===== src/rtl/cfgp_pkg.sv =====
package cfgp_pkg;
   localparam int WORD_W  = 19;
   localparam int DATA_W  = WORD_W - 1;
   localparam int CODE_W  = 6;
   localparam int BLANK_W = 2;
   localparam int OFF_W   = 5;
   localparam int FAST_W  = 4;
   localparam int OSC_W   = 2;
   localparam int RECT_W  = 2;
   localparam int RSV_W   = 2;

   // frame bit positions (bit 0 is the word selector)
   localparam int P_CUR_A = 1;
   localparam int P_CUR_B = P_CUR_A + CODE_W;
   localparam int P_PH_A  = P_CUR_B + CODE_W;
   localparam int P_PH_B  = P_PH_A + 1;
   localparam int P_DEC_A = P_PH_B + 1;
   localparam int P_DEC_B = P_DEC_A + 1;
   localparam int P_REF   = P_DEC_B + 1;
   localparam int P_RNG   = P_REF + 1;

   localparam int P_BLANK = 1;
   localparam int P_OFF   = P_BLANK + BLANK_W;
   localparam int P_FAST  = P_OFF + OFF_W;
   localparam int P_OSC   = P_FAST + FAST_W;
   localparam int P_RECT  = P_OSC + OSC_W;
   localparam int P_RSV   = P_RECT + RECT_W;
   localparam int P_RUN   = P_RSV + RSV_W;

   // reset images in stored-data indexing (stored bit i = frame bit i+1)
   localparam logic [DATA_W-1:0] BRIDGE_RST = '0;
   localparam logic [DATA_W-1:0] TIMING_RST =
      DATA_W'(1) << (P_OFF + OFF_W - 2);

   typedef struct packed {
      logic [CODE_W-1:0] cur_a;
      logic [CODE_W-1:0] cur_b;
      logic              ph_a;
      logic              ph_b;
      logic              slow_a;
      logic              slow_b;
      logic              ref_ext;
      logic              rng4;
   } bridge_cfg_t;

   typedef struct packed {
      logic [BLANK_W-1:0] blank;
      logic [OFF_W-1:0]   off;
      logic [FAST_W-1:0]  fast;
      logic [OSC_W-1:0]   osc;
      logic [RECT_W-1:0]  rect;
      logic               run;
   } timing_cfg_t;
endpackage


===== src/rtl/cfgp_sync.sv =====
module cfgp_sync #(
   parameter int               WIDTH   = 1,
   parameter int               STAGES  = 2,
   parameter logic [WIDTH-1:0] RST_VAL = '0
) (
   input  logic             clk,
   input  logic             rst_n,
   input  logic [WIDTH-1:0] d,
   output logic [WIDTH-1:0] q
);
   logic [WIDTH-1:0] stg [STAGES];

   for (genvar s = 0; s < STAGES; s++) begin : g_stage
      if (s == 0) begin : g_first
         always_ff @(posedge clk or negedge rst_n) begin
            if (!rst_n) stg[0] <= RST_VAL;
            else        stg[0] <= d;
         end
      end else begin : g_next
         always_ff @(posedge clk or negedge rst_n) begin
            if (!rst_n) stg[s] <= RST_VAL;
            else        stg[s] <= stg[s-1];
         end
      end
   end

   assign q = stg[STAGES-1];
endmodule


===== src/rtl/cfgp_shift.sv =====
module cfgp_shift #(
   parameter int WORD_W = 19,
   localparam int LIMIT = WORD_W + 1,
   localparam int CNT_W = $clog2(LIMIT + 1)
) (
   input  logic              clk,
   input  logic              rst_n,
   input  logic              sclk_s,
   input  logic              sdat_s,
   input  logic              strb_s,
   output logic              commit,
   output logic [WORD_W-1:0] word
);
   logic             sclk_q, strb_q;
   logic             clk_rise, strb_rise, take;
   logic [CNT_W-1:0] cnt;

   always_ff @(posedge clk or negedge rst_n) begin
      if (!rst_n) begin
         sclk_q <= 1'b0;
         strb_q <= 1'b1;
      end else begin
         sclk_q <= sclk_s;
         strb_q <= strb_s;
      end
   end

   assign clk_rise  = sclk_s & ~sclk_q;
   assign strb_rise = strb_s & ~strb_q;
   assign take      = clk_rise & ~strb_s;   // edges with strobe high ignored

   always_ff @(posedge clk or negedge rst_n) begin
      if (!rst_n)    word <= '0;
      else if (take) word <= {word[WORD_W-2:0], sdat_s};
   end

   always_ff @(posedge clk or negedge rst_n) begin
      if (!rst_n)                                    cnt <= '0;
      else if (strb_rise)                            cnt <= '0;
      else if (take && cnt != CNT_W'(LIMIT))         cnt <= cnt + 1'b1;
   end

   // accept only a frame of exactly WORD_W edges
   assign commit = strb_rise && (cnt == CNT_W'(WORD_W));

   p_shift_hold_r7: assert property (@(posedge clk) disable iff (!rst_n)
      strb_s |=> $stable(word));
   p_cnt_clear_r6: assert property (@(posedge clk) disable iff (!rst_n)
      strb_rise |=> (cnt == '0));
   p_cnt_bound_r6: assert property (@(posedge clk) disable iff (!rst_n)
      cnt <= CNT_W'(LIMIT));
endmodule


===== src/rtl/cfgp_regbank.sv =====
module cfgp_regbank
   import cfgp_pkg::*;
(
   input  logic              clk,
   input  logic              rst_n,
   input  logic              commit,
   input  logic [WORD_W-1:0] word,
   output bridge_cfg_t       bridge,
   output timing_cfg_t       timing
);
   logic [DATA_W-1:0] br_q, tm_q;
   logic              wr_br, wr_tm;

   assign wr_br = commit & ~word[0];
   assign wr_tm = commit &  word[0];

   always_ff @(posedge clk or negedge rst_n) begin
      if (!rst_n) begin
         br_q <= BRIDGE_RST;
         tm_q <= TIMING_RST;
      end else begin
         if (wr_br) br_q <= word[WORD_W-1:1];
         if (wr_tm) tm_q <= word[WORD_W-1:1];
      end
   end

   // stored bit i holds frame bit i+1
   always_comb begin
      bridge.cur_a   = br_q[P_CUR_A-1 +: CODE_W];
      bridge.cur_b   = br_q[P_CUR_B-1 +: CODE_W];
      bridge.ph_a    = br_q[P_PH_A-1];
      bridge.ph_b    = br_q[P_PH_B-1];
      bridge.slow_a  = br_q[P_DEC_A-1];
      bridge.slow_b  = br_q[P_DEC_B-1];
      bridge.ref_ext = br_q[P_REF-1];
      bridge.rng4    = br_q[P_RNG-1];
      timing.blank   = tm_q[P_BLANK-1 +: BLANK_W];
      timing.off     = tm_q[P_OFF-1 +: OFF_W];
      timing.fast    = tm_q[P_FAST-1 +: FAST_W];
      timing.osc     = tm_q[P_OSC-1 +: OSC_W];
      timing.rect    = tm_q[P_RECT-1 +: RECT_W];
      timing.run     = tm_q[P_RUN-1];
   end

   p_bridge_hold_r3: assert property (@(posedge clk) disable iff (!rst_n)
      !wr_br |=> $stable(br_q));
   p_timing_hold_r2: assert property (@(posedge clk) disable iff (!rst_n)
      !wr_tm |=> $stable(tm_q));
   p_rsv_hold_r8: assert property (@(posedge clk) disable iff (!rst_n)
      !wr_tm |=> $stable(tm_q[P_RSV-1 +: RSV_W]));
endmodule


===== src/rtl/cfg_serial_port.sv =====
module cfg_serial_port
   import cfgp_pkg::*;
#(
   parameter int SYNC_STAGES = 2
) (
   input  logic              clk,
   input  logic              sleep_n,
   input  logic              uvlo_n,
   input  logic              ser_clk,
   input  logic              ser_data,
   input  logic              ser_strobe,
   output logic [CODE_W-1:0] cur_code_a,
   output logic [CODE_W-1:0] cur_code_b,
   output logic              phase_a,
   output logic              phase_b,
   output logic              slow_decay_a,
   output logic              slow_decay_b,
   output logic              ref_ext,
   output logic              range_div4,
   output logic [BLANK_W-1:0] blank_sel,
   output logic [OFF_W-1:0]  off_code,
   output logic [FAST_W-1:0] fast_code,
   output logic [OSC_W-1:0]  osc_sel,
   output logic [RECT_W-1:0] rect_mode,
   output logic              run_en
);
   if (SYNC_STAGES < 2) begin : g_bad_sync
      $error("cfg_serial_port: SYNC_STAGES must be at least 2");
   end
   if (P_RNG != DATA_W || P_RUN != DATA_W) begin : g_bad_map
      $error("cfg_serial_port: field map does not fill the frame");
   end

   logic        rst_n;
   logic [2:0]  line_s;
   logic        commit;
   logic [WORD_W-1:0] word;
   bridge_cfg_t bridge;
   timing_cfg_t timing;

   assign rst_n = sleep_n & uvlo_n;

   cfgp_sync #(.WIDTH(3), .STAGES(SYNC_STAGES), .RST_VAL(3'b100)) u_sync (
      .clk   (clk),
      .rst_n (rst_n),
      .d     ({ser_strobe, ser_clk, ser_data}),
      .q     (line_s)
   );

   cfgp_shift #(.WORD_W(WORD_W)) u_shift (
      .clk    (clk),
      .rst_n  (rst_n),
      .sclk_s (line_s[1]),
      .sdat_s (line_s[0]),
      .strb_s (line_s[2]),
      .commit (commit),
      .word   (word)
   );

   cfgp_regbank u_regs (
      .clk    (clk),
      .rst_n  (rst_n),
      .commit (commit),
      .word   (word),
      .bridge (bridge),
      .timing (timing)
   );

   assign cur_code_a   = bridge.cur_a;
   assign cur_code_b   = bridge.cur_b;
   assign phase_a      = bridge.ph_a;
   assign phase_b      = bridge.ph_b;
   assign slow_decay_a = bridge.slow_a;
   assign slow_decay_b = bridge.slow_b;
   assign ref_ext      = bridge.ref_ext;
   assign range_div4   = bridge.rng4;
   assign blank_sel    = timing.blank;
   assign off_code     = timing.off;
   assign fast_code    = timing.fast;
   assign osc_sel      = timing.osc;
   assign rect_mode    = timing.rect;
   assign run_en       = timing.run;
endmodule


===== config.mk =====
export PLATFORM = sky130hd
export DESIGN_NAME = cfg_serial_port
export DESIGN_NICKNAME = d
export VERILOG_FILES = /design/src/rtl/cfgp_pkg.sv /design/src/rtl/cfgp_sync.sv /design/src/rtl/cfgp_shift.sv /design/src/rtl/cfgp_regbank.sv /design/src/rtl/cfg_serial_port.sv
export SDC_FILE = /design/constraint.sdc
export NUM_CORES = 1
export LEC_CHECK = 0
export ABC_AREA = 1
export BUFFER_PORTS_ARGS = -buffer_cell sky130_fd_sc_hd__buf_2
export CORE_MARGIN = 2
export CORE_UTILIZATION = 40
export CTS_BUF_LIST = sky130_fd_sc_hd__clkbuf_4 sky130_fd_sc_hd__clkbuf_8 sky130_fd_sc_hd__clkbuf_16
export CTS_CLUSTER_DIAMETER = 150
export CTS_CLUSTER_SIZE = 20
export DETAILED_ROUTE_END_ITERATION = 10
export PLACE_DENSITY = 0.59
export SYNTH_ARGS = -nofsm -noshare
export SYNTH_HDL_FRONTEND = slang
export SYNTH_SLANG_ARGS = --single-unit

===== constraint.sdc =====
create_clock -name clk -period 2.3 [get_ports clk]
set_input_delay 0.115 -clock clk [delete_from_list [all_inputs] [get_ports clk]]
set_output_delay 0.115 -clock clk [all_outputs]
set_load 0.005 [all_outputs]

* After elaboration in Yosys (flattened, before gate mapping) *
Cells that the tools add are included.

operators by class
  bitwise operators = 10
  divide/modulo/power cells = 0
  mux-type cells = 2
  reductions and logical operators = 3
  $add $sub $neg = 1
  magnitude comparators = 0
  equality and inequality tests = 2
  multipliers = 0
  shifts and indexed selects = 0

operators with widths
  operator                                                        number
  5-bit two-way mux                                               2
  1-bit bitwise AND                                               6
  5-bit by 1-bit adder with 5-bit output (second input constant)  1
  5-bit equality test (second input constant)                     1
  5-bit inequality test (second input constant)                   1
  1-bit inverter                                                  4
  1-bit logical AND                                               2
  2-bit nonzero test                                              1

storage, ports and cells
  memories = 0
  output and inout bits = 34
  bits in registers = 68
  bits of input ports = 6
  latch bits = 0
  ROM bits = 0
  word-level logic and storage cells = 26
  bits in writable memories = 0

* Longest topological paths before layout *
Gate-level depths: netlist of run 1.

  depth after elaboration = 6
  depth in mapped cells = 9
  depth with buffers taken out = 9

* Cells and area by module *
A second synthesis of run 1 with hierarchy kept.

unflattened totals
  cell total of the unflattened synthesis = 289
  area total of the unflattened synthesis = 2731.4 µm²

by module, submodules not included
  module           cells an instance  area an instance (µm²)  times used
  cfgp_regbank     148                1393.8                  1
  cfgp_shift       130                1154.9                  1
  cfgp_sync        9                  175.2                   1
  cfg_serial_port  2                  7.5                     1

* Least setup slack after synthesis of run 1 *
No wires, ideal clock.

  path type = register to register
  start point = register u_sync.stg, in the netlist u_sync.q[2]
  end point = register u_regs.tm_q[10]
  buffers on the path = 1
  library setup time = 0.117 ns
  path slack = 0.837 ns
  data arrival time = 1.346 ns
  required time = 2.183 ns
  stages on the path, launching flop included = 9
  cell sequence = dfstp_2 > inv_1 > nor2_1 > nand2_1 > nor2_4 > nand2_2 > buf_2 > nand2_1 > nand2_1

on the way
  cells in the longest elaborated chain, start to end = 3

ends and longest elaborated chain
  what                             line                text
  start, declared                  cfgp_sync.sv:11     logic [WIDTH-1:0] stg [STAGES];
  start signal, assigned by index  cfgp_sync.sv:22     else stg[s] <= stg[s-1];
  1-bit bitwise AND                cfgp_shift.sv:29    assign strb_rise = strb_s & ~strb_q;
  1-bit logical AND                cfgp_shift.sv:44    assign commit = strb_rise && (cnt == CNT_W'(WORD_W));
  1-bit bitwise AND                cfgp_regbank.sv:15  assign wr_tm = commit & word[0];
  end signal, assigned             cfgp_regbank.sv:23  if (wr_tm) tm_q <= word[WORD_W-1:1];
  end, declared                    cfgp_regbank.sv:11  logic [DATA_W-1:0] br_q, tm_q;

Every way passes these cells.
A chain may end at the register's enable or synchronous reset.

* Final worst setup path of run 1 *
  start point = register u_sync.stg, in the netlist u_sync.q[2]
  end point = register u_regs.tm_q[5]

The elaborated chain is that of the path after synthesis.

==> results.sh, run 1 <==
export IMPL_drt_initial_drc_count=126
export IMPL_slew_viol_final=0
export IMPL_chipHeight_um=85.0
export IMPL_fin_crit_sh_pct=75.0
export IMPL_fillerInstances=588
export IMPL_grt_max_degree=45
export IMPL_cp_common_cell="nand2_1"
export IMPL_layout_common_cells="nand2_1 (134), dfrtp_1 (62), nand3_1 (45), buf_2 (39), clkbuf_8 (11)"
export IMPL_grt_pass1_wl_um=8870
export IMPL_hpwl_um=3380
export IMPL_max_stage_delay_ns=0.53
export IMPL_peakVddDrop_v=0.000459
export IMPL_ys_ff_latch=66
export IMPL_tns_ns=0
export IMPL_port_buffers=39
export IMPL_ys_seq_area_share_pct=63.1
export IMPL_critical_path_buf_inv_count=1
export IMPL_worstSkewPairLatency_ns=0.34
export IMPL_ys_top_cells_by_area="dfrtp_1 (59%), nand2_1 (19%), nand3_1 (8.6%)"
export IMPL_cts_root_buffer="clkbuf_8"
export IMPL_start_util_pct=41.3
export IMPL_worstMarginPinSlew_ns=0.596
export IMPL_hold_buffers=5
export IMPL_dr_wl_met2_um=2300
export IMPL_avgSynthCellArea_sq_um=9.08
export IMPL_layout_commonest_cell="nand2_1"
export IMPL_routed_wl_met3_um=220
export IMPL_synth_top_area_cell="dfrtp_1"
export IMPL_h_tree_depth=3
export IMPL_vias=1988
export IMPL_cp_top_family="simple AND/OR/NAND/NOR gates"
export IMPL_finalSetupViolCount=0
export IMPL_slew_headroom_pct=60.2
export IMPL_drc=0
export IMPL_yosys_area_share_simple_pct=30.1
export IMPL_async_flop_share_pct=100
export IMPL_wl_um=5200
export IMPL_drv_cap=0
export IMPL_finalClockSkew_ns=0.00932
export IMPL_yosysUniqueCellTypes=18
export IMPL_drt_pass1_iter_count=5
export IMPL_grt_pass1_vias=1851
export IMPL_grt_total_usage_pct=16.0
export IMPL_vias_per_cell=4.77
export IMPL_run_status="finished, final reports clean"
export IMPL_endpoint_kind="flop"
export IMPL_highest_layer="met4"
export IMPL_gp_congestion=0.732
export IMPL_cts_inserted_buffers=9
export IMPL_nNetsFinal=343
export IMPL_p_per_area_mw_per_mm2=755
export IMPL_synth_xor_area_share_pct=0.334
export IMPL_dieWidth_um=85.0
export IMPL_critPathMaxFanout=16
export IMPL_synth_compound_area_share_pct=0.954
export IMPL_core_area_sq_mm=0.00635
export IMPL_ys_warn_count=0
export IMPL_syn_area_sq_mm=0.00262
export IMPL_rsz0062_at_grt="false"
export IMPL_cts_buffer_depth=2
export IMPL_start_kind="flop"
export IMPL_n_antenna_cell=0
export IMPL_synthesis_nets=297
export IMPL_cts_setup_buffers=0
export IMPL_synth_edf_count=0
export IMPL_synth_ff_type="dfrtp_1"
export IMPL_io_pins=40
export IMPL_hold_class="flop to flop"
export IMPL_syn_inst=289
export IMPL_hold_viol=0
export IMPL_synth_top_family_by_area="simple AND/OR/NAND/NOR gates"
export IMPL_placement_rows=29
export IMPL_arrival_ns=1.96
export IMPL_muxShareOfSynthArea_pct=0
export IMPL_routedWlPerCell_um=12.5
export IMPL_crit_required_ns=2.53
export IMPL_syn_to_final_growth_pct=20.0
export IMPL_die_area_sq_mm=0.00722
export IMPL_clk_pin_slew_ns=0.07
export IMPL_overflow=0
export IMPL_postRouteAntennaNets=0
export IMPL_antenna_found_initial=0
export IMPL_cts_sinks=66
export IMPL_met1Wirelength_um=2570
export IMPL_fmax_mhz=580
export IMPL_cts_resized=0
export IMPL_leakage_uw=0.00182
export IMPL_cp_cell_sequence="inv_1 > nor2_1 > nand2_1 > nor2_4 > nand2_2 > nand2_1 > nand2_1"
export IMPL_crit_type="flop to flop"
export IMPL_synthAdderAreaFrac_pct=0.954
export IMPL_drive_above_1_share_pct=20.9
export IMPL_final_util_pct=49.6
export IMPL_synth_top_area_share_pct=59.1
export IMPL_cts_tree="done"
export IMPL_fin_crit_ns=1.73
export IMPL_slowest_stage="dfstp_2"
flip-flops by register name, indices dropped and copies added, names as in the netlist:
name            count
u_regs.br_q        18
u_regs.tm_q        16
u_shift.cnt         5
u_shift.sclk_q      1
u_shift.strb_q      1
u_shift.word       19
u_sync.q            3
u_sync.stg          3
synth_stat cells (2+ instances only):
cell type and count:
dfstp_2 4, inv_1 11, buf_2 8, o21ai_0 4, nand3_1 45, dfrtp_1 62
nand2_1 134, nand2_2 3, nor2_1 2, ha_1 2, nand4_1 2, nor2_4 2
clkbuf_1 5
layout make-up:
class,instances,area (sq um),area share [%]
flip-flops and latches,66,1660,52.6
multi-input cells,196,848,26.9
repair buffers,49,295,9.38
clock buffers,11,151,4.81
well taps,77,96.3,3.06
clock inverters,5,52.6,1.67
inverters,13,48.8,1.55
routing by layer:
metal	track usage (%)	vias up
li1	-	1002
met1	22.2	933
met2	22.7	43
met3	6.23	10
met4	6.20	0
met5	0	-
metrics by stage:
step	area, sq um	hold WS (ns)	worst slack [ns]	instances	total power [uW]
2_1_floorplan	2620	0.119	0.496	289	1360
3_3_place_gp	2900	0.195	0.581	396	1410
3_5_place_dp	2900	0.209	0.548	396	1410
4_1_cts	3150	0.359	0.546	417	2400
5_1_grt	3150	0.360	0.301	417	2490
6_report	3150	0.356	0.574	417	2380
power by group:
part	internal [uW]	total, uW	switching (uW)
Sequential	1210	1260	55.3
Combinational	43.3	128	84.8
Clock	553	984	430
Total	1810	2380	571
path summary, 6_finish.rpt:
check                              endpoint  cells after the start  slack (ns)          start
setup / recovery             u_regs.tm_q[5]                      7        0.57    u_sync.q[2]
hold / removal                  u_sync.q[1]                      0        0.36  u_sync.stg[4]
setup reg to reg             u_regs.tm_q[5]                      7        0.57    u_sync.q[2]
hold reg to reg                 u_sync.q[1]                      0        0.36  u_sync.stg[4]
max in group asynchronous  u_shift.word[17]                      6        0.79         uvlo_n
min in group asynchronous    u_regs.br_q[0]                      4        0.38        sleep_n
cells by family after synthesis:
logic type,count (synthesis)
adders and majority gates,2
buffers and inverters,27
AOI/OAI and AO/OA,5
DFF,66
xor gates and xnor gates,1
and+or+nand+nor,188
(Power assumes the default switching activity.)
==> inputs of run 2 (changes only) <==
clock period = 1.6 ns   (was 2.3 ns; I/O delays follow)
==> run 2 against run 1 <==
Net effect: count of clock-buffer cells in the layout decreased by 2; cell area hardly changed; clock power grew 17%; combinational power rose by 62%; critical endpoint unchanged.
==> results.sh, run 2 (synthesized netlist as in run 1, its figures left out) <==
export IMPL_grt_pass1_wl_um=9230
export IMPL_power_total_uw=3160
export IMPL_core_area_sq_mm=0.00635
export IMPL_r2r_start="u_shift.cnt[0]"
export IMPL_cts_buffer_depth=2
export IMPL_vias=1995
export IMPL_grt_pass1_vias=1876
export IMPL_syn_to_final_growth_pct=20.1
export IMPL_finalSetupViolCount=0
export IMPL_routed_wl_met3_um=216
export IMPL_h_tree_depth=3
export IMPL_hpwl_um=3440
export IMPL_wl_um=5300
export IMPL_routedWlPerCell_um=12.6
export IMPL_cts_sinks=66
export IMPL_placement_rows=29
export IMPL_die_area_sq_mm=0.00722
export IMPL_grt_total_usage_pct=16.2
export IMPL_met1Wirelength_um=2660
export IMPL_hold_viol=0
export IMPL_drt_initial_drc_count=146
export IMPL_critPathMaxFanout=16
export IMPL_chipHeight_um=85.0
export IMPL_drive_above_1_share_pct=21.6
export IMPL_rsz0062_at_grt="true"
export IMPL_gp_congestion=0.750
export IMPL_drc=0
export IMPL_start_util_pct=41.3
export IMPL_run_status="finished, final reports clean"
export IMPL_grt_max_degree=67
export IMPL_tns_ns=0
export IMPL_fmax_mhz=654
export IMPL_cts_tree="done"
export IMPL_drv_cap=0
export IMPL_hold_class="flop to flop"
export IMPL_slew_viol_final=0
export IMPL_port_buffers=39
export IMPL_peakVddDrop_v=0.000683
export IMPL_fin_crit_ns=1.53
export IMPL_crit_type="flop to flop"
export IMPL_whs_ns=0.350
export IMPL_min_from="u_sync.stg[4]"
export IMPL_dieWidth_um=85.0
export IMPL_start_kind="flop"
export IMPL_vias_per_cell=4.75
export IMPL_postRouteAntennaNets=0
export IMPL_nNetsFinal=347
export IMPL_cts_root_buffer="clkbuf_8"
export IMPL_layout_common_cells="nand2_1 (134), dfrtp_1 (62), nand3_1 (45), buf_2 (39), inv_1 (10)"
export IMPL_crit_start="u_shift.cnt[0]"
export IMPL_worstSkewPairLatency_ns=0.33
export IMPL_final_util_pct=49.6
export IMPL_slew_headroom_pct=75.8
export IMPL_overflow=0
export IMPL_endpoint_kind="flop"
export IMPL_highest_layer="met4"
export IMPL_ff2ff_setup_slack_ns=0.07
export IMPL_dr_wl_met2_um=2360
export IMPL_antenna_found_initial=0
export IMPL_fin_crit_sh_pct=95.5
export IMPL_worstMarginPinSlew_ns=0.361
export IMPL_arrival_ns=1.75
export IMPL_leakage_uw=0.00181
export IMPL_n_antenna_cell=0
export IMPL_cts_inserted_buffers=9
export IMPL_crit_required_ns=1.82
export IMPL_regMostFlops="u_shift.word"
export IMPL_layout_commonest_cell="nand2_1"
export IMPL_top_regs="u_shift.word (19), u_regs.br_q (18), u_regs.tm_q (16)"
export IMPL_p_per_area_mw_per_mm2=1000
export IMPL_drt_pass1_iter_count=5
export IMPL_largest_reg_flops=19
export IMPL_finalClockSkew_ns=0.00607
export IMPL_io_pins=40
export IMPL_clk_pin_slew_ns=0.07
export IMPL_cts_resized=0
## run 2: changes by cell type in the layout (fill, tap and decap cells not counted)
| cell | before | now |
|---|---|---|
| buf_4 | 4 | 7 |
| clkbuf_8 | 11 | 9 |
| clkinvlp_4 | 1 | 3 |
| buf_12 | 1 | 2 |
| bufinv_16 | 1 | 0 |
| clkinv_2 | 3 | 4 |
| inv_2 | 2 | 1 |
## run 2: layer usage
layer	GRT usage [%]	vias up
li1	-	1004
met3	3.21	8
met1	24.7	943
met4	6.93	0
met5	0	-
met2	22.5	40
## run 2: where the power goes
| part | internal (uW) | leakage, uW | switching (uW) | total (uW) |
|---|---|---|---|---|
| Sequential | 1740 | 0.000887 | 67.2 | 1810 |
| Combinational | 66.9 | 0.000844 | 140 | 207 |
| Clock | 541 | 0.0000806 | 610 | 1150 |
| Total | 2350 | 0.00181 | 817 | 3160 |
## run 2: worst max-delay path, stage by stage, from the launching register on
cell	delay, ns
dfrtp_1	0.42
ha_1	0.27
nand2_2	0.10
nor2_4	0.18
nand2_2	0.26
nand2_1	0.13
nand2_1	0.06
## run 2: what timing repair did
item                       in CTS  in global routing
hold buffers                    5                  0
buffers inserted                0                  0
hold endpoints to repair       65                  0
setup endpoints to repair       0                 34
## run 2: final timing paths
check,depth (start not counted),end
setup / recovery,6,u_regs.tm_q[5]
hold / removal,0,u_sync.q[1]
setup reg to reg,6,u_regs.tm_q[5]
hold reg to reg,0,u_sync.q[1]
max in group asynchronous,6,u_regs.tm_q[6]
min in group asynchronous,5,u_regs.br_q[2]
## run 2: cell type report
type / instances / area [sq um]
fill: 599 / 3200
sequential: 66 / 1660
multi-input combinational: 196 / 848
timing repair buffer: 53 / 338
clock buffer: 9 / 124
tap: 77 / 96.3
inverter: 13 / 52.6
clock inverter: 6 / 35.0
## run 2: stage by stage
step | std cells | cell area (sq um) | worst slack (ns)
global route | 420 | 3150 | -0.0921
detailed placement | 400 | 2940 | 0.0581
global placement | 400 | 2940 | 0.0953
finish | 420 | 3150 | 0.0715
CTS | 420 | 3150 | 0.0477
floorplan | 289 | 2630 | 0.137
==> inputs of run 3 (changes only) <==
CELL_PAD_IN_SITES_DETAIL_PLACEMENT = 0   (was not set)
CELL_PAD_IN_SITES_GLOBAL_PLACEMENT = 1   (was not set)
PLACE_DENSITY = 0.74   (was 0.59)
==> run 3 against run 2 <==
Net effect: power up 13%; non-clock buffer count increased by 4; clock skew increased by 0.0018 ns; count of clock-buffer cells in the layout grew 6; hold slack gained 0.0046 ns; core utilization rose by 2.3 points; global-route usage increased by 1.3 points; sequential power hardly changed; routed wire length rose by 5.0%; sequential share of layout area shrank 2.4 points; fmax rose by 6.8%; register-to-register slack improved by 0.098 ns; critical endpoint is now u_regs.br_q[17]; largest power group unchanged.
==> results.sh, run 3 (synthesized netlist as in run 1, its figures left out) <==
export IMPL_run_status="finished, final reports clean"
export IMPL_layout_commonest_cell="nand2_1"
export IMPL_hold_class="flop to flop"
export IMPL_rsz0062_at_grt="false"
export IMPL_worstMarginPinSlew_ns=0.508
export IMPL_fmax_mhz=699
export IMPL_layout_common_cells="nand2_1 (134), dfrtp_1 (62), nand3_1 (45), buf_2 (39), clkbuf_8 (13)"
export IMPL_drive_above_1_share_pct=23.0
export IMPL_drt_initial_drc_count=118
export IMPL_finalSetupViolCount=0
export IMPL_die_area_sq_mm=0.00722
export IMPL_io_pins=40
export IMPL_grt_pass1_vias=2012
export IMPL_cp_common_cell="nand2_1"
export IMPL_critical_path_buf_inv_count=3
export IMPL_chipHeight_um=85.0
export IMPL_min_from="u_sync.stg[3]"
export IMPL_p_per_area_mw_per_mm2=1080
export IMPL_critPathMaxFanout=18
export IMPL_drv_cap=0
export IMPL_grt_total_usage_pct=17.5
export IMPL_cp_cell_sequence="inv_1 > nor2_2 > nand2_1 > nor2_4 > buf_12 > buf_8 > nand3_1 > nand2_1"
export IMPL_slowest_stage="dfstp_2"
export IMPL_port_buffers=39
export IMPL_crit_type="flop to flop"
export IMPL_regMostFlops="u_shift.word"
export IMPL_worstSkewPairLatency_ns=0.34
export IMPL_cp_top_family="flip-flops"
export IMPL_arrival_ns=1.71
export IMPL_cts_sinks=66
export IMPL_cts_tree="done"
export IMPL_grt_max_degree=27
export IMPL_drt_pass1_iter_count=4
export IMPL_drc=0
export IMPL_core_area_sq_mm=0.00635
export IMPL_leakage_uw=0.00189
export IMPL_gp_congestion=0.753
export IMPL_start_kind="flop"
export IMPL_r2r_start="u_sync.q[2]"
export IMPL_hpwl_um=3790
export IMPL_cts_root_buffer="clkbuf_8"
export IMPL_h_tree_depth=3
export IMPL_syn_to_final_growth_pct=25.8
export IMPL_cts_inserted_buffers=9
export IMPL_grt_pass1_wl_um=9780
export IMPL_finalClockSkew_ns=0.00789
export IMPL_cts_buffer_depth=2
export IMPL_routedWlPerCell_um=13.1
export IMPL_vias=2028
export IMPL_slew_headroom_pct=66.1
export IMPL_max_stage_delay_ns=0.53
export IMPL_start_util_pct=41.3
export IMPL_placement_rows=29
export IMPL_crit_required_ns=1.88
export IMPL_wl_um=5570
export IMPL_whs_ns=0.355
export IMPL_fin_crit_ns=1.43
export IMPL_crit_start="u_sync.q[2]"
export IMPL_hold_viol=0
export IMPL_vias_per_cell=4.77
export IMPL_largest_reg_flops=19
export IMPL_slew_viol_final=0
export IMPL_nNetsFinal=351
export IMPL_fillerInstances=610
export IMPL_n_antenna_cell=0
export IMPL_postRouteAntennaNets=0
export IMPL_tns_ns=0
export IMPL_antenna_found_initial=0
export IMPL_fin_crit_sh_pct=89.4
export IMPL_top_regs="u_shift.word (19), u_regs.br_q (18), u_regs.tm_q (16)"
export IMPL_dieWidth_um=85.0
export IMPL_endpoint_kind="flop"
export IMPL_peakVddDrop_v=0.000648
export IMPL_clk_pin_slew_ns=0.07
export IMPL_overflow=0
==> run 3: cell types whose count changed in the layout (fill, tap and decap cells not counted), moves of 2 or more <==
| cell | previous run | this run |
|---|---|---|
| buf_12 | 2 | 4 |
| nand2_2 | 3 | 1 |
| clkinvlp_4 | 3 | 1 |
| clkinv_2 | 4 | 0 |
| clkbuf_8 | 9 | 13 |
| clkbuf_4 | 0 | 2 |
==> run 3: metal layers <==
| metal | vias to the layer above | routed length, um | share of wire (%) | global-route usage, % |
|---|---|---|---|---|
| met4 | 0 | 71 | 1.3 | 6.93 |
| met3 | 6 | 225 | 4.0 | 5.25 |
| li1 | 1018 | - | - | - |
| met5 | - | 0 | 0 | 0 |
| met2 | 38 | 2540 | 46 | 24.9 |
| met1 | 966 | 2730 | 49 | 25.3 |
==> run 3: final timing paths <==
check | end | slack (ns) | cells past startpoint
max | u_regs.br_q[17] | 0.17 | 8
min | u_sync.q[0] | 0.35 | 0
max reg2reg | u_regs.br_q[17] | 0.17 | 8
min reg2reg | u_sync.q[0] | 0.35 | 0
max in group asynchronous | u_shift.word[17] | 0.18 | 6
min in group asynchronous | u_regs.br_q[4] | 0.38 | 4
==> run 3: metrics by stage <==
| stage | setup WS, ns | cells | cell area (sq um) | utilization, % | power, uW |
|---|---|---|---|---|---|
| floorplan | 0.137 | 289 | 2630 | - | 1960 |
| global placement | 0.110 | 402 | 2970 | 46.8 | 2050 |
| detailed placement | 0.0686 | 402 | 2970 | 46.8 | 2060 |
| CTS | 0.0568 | 423 | 3240 | 51.1 | 3600 |
| global route | 0.000602 | 425 | 3300 | 52.0 | 3720 |
| finish | 0.169 | 425 | 3300 | 52.0 | 3560 |
==> run 3: power by group <==
group | switching [uW] | internal (uW) | total [uW]
sequential | 69.7 | 1740 | 1810
clock | 602 | 927 | 1530
combinational | 146 | 79.5 | 226
total | 818 | 2740 | 3560
==> run 3: layout make-up <==
cell class / instances / area, sq um / share of cell area, %
Multi-Input combinational cell: 196 / 870 / 26.4
Sequential cell: 66 / 1660 / 50.2
Clock buffer: 15 / 194 / 5.88
Clock inverter: 1 / 30.0 / 0.910
Timing Repair Buffer: 57 / 400 / 12.1
Inverter: 13 / 52.6 / 1.59
Tap cell: 77 / 96.3 / 2.92
==> run 3: worst register-to-register path: cells and delay by family, from the launching register on <==
kind / cells / cell delay [ns]
simple gates: 5 / 0.52
flops: 1 / 0.53
buf+inv: 3 / 0.33
==> run 3: what timing repair did <==
action	in CTS	in global routing
setup endpoints to repair	0	34
gates resized for setup	0	6
hold buffers	5	0
setup buffers	0	2
endpoints found under the hold margin	18	0
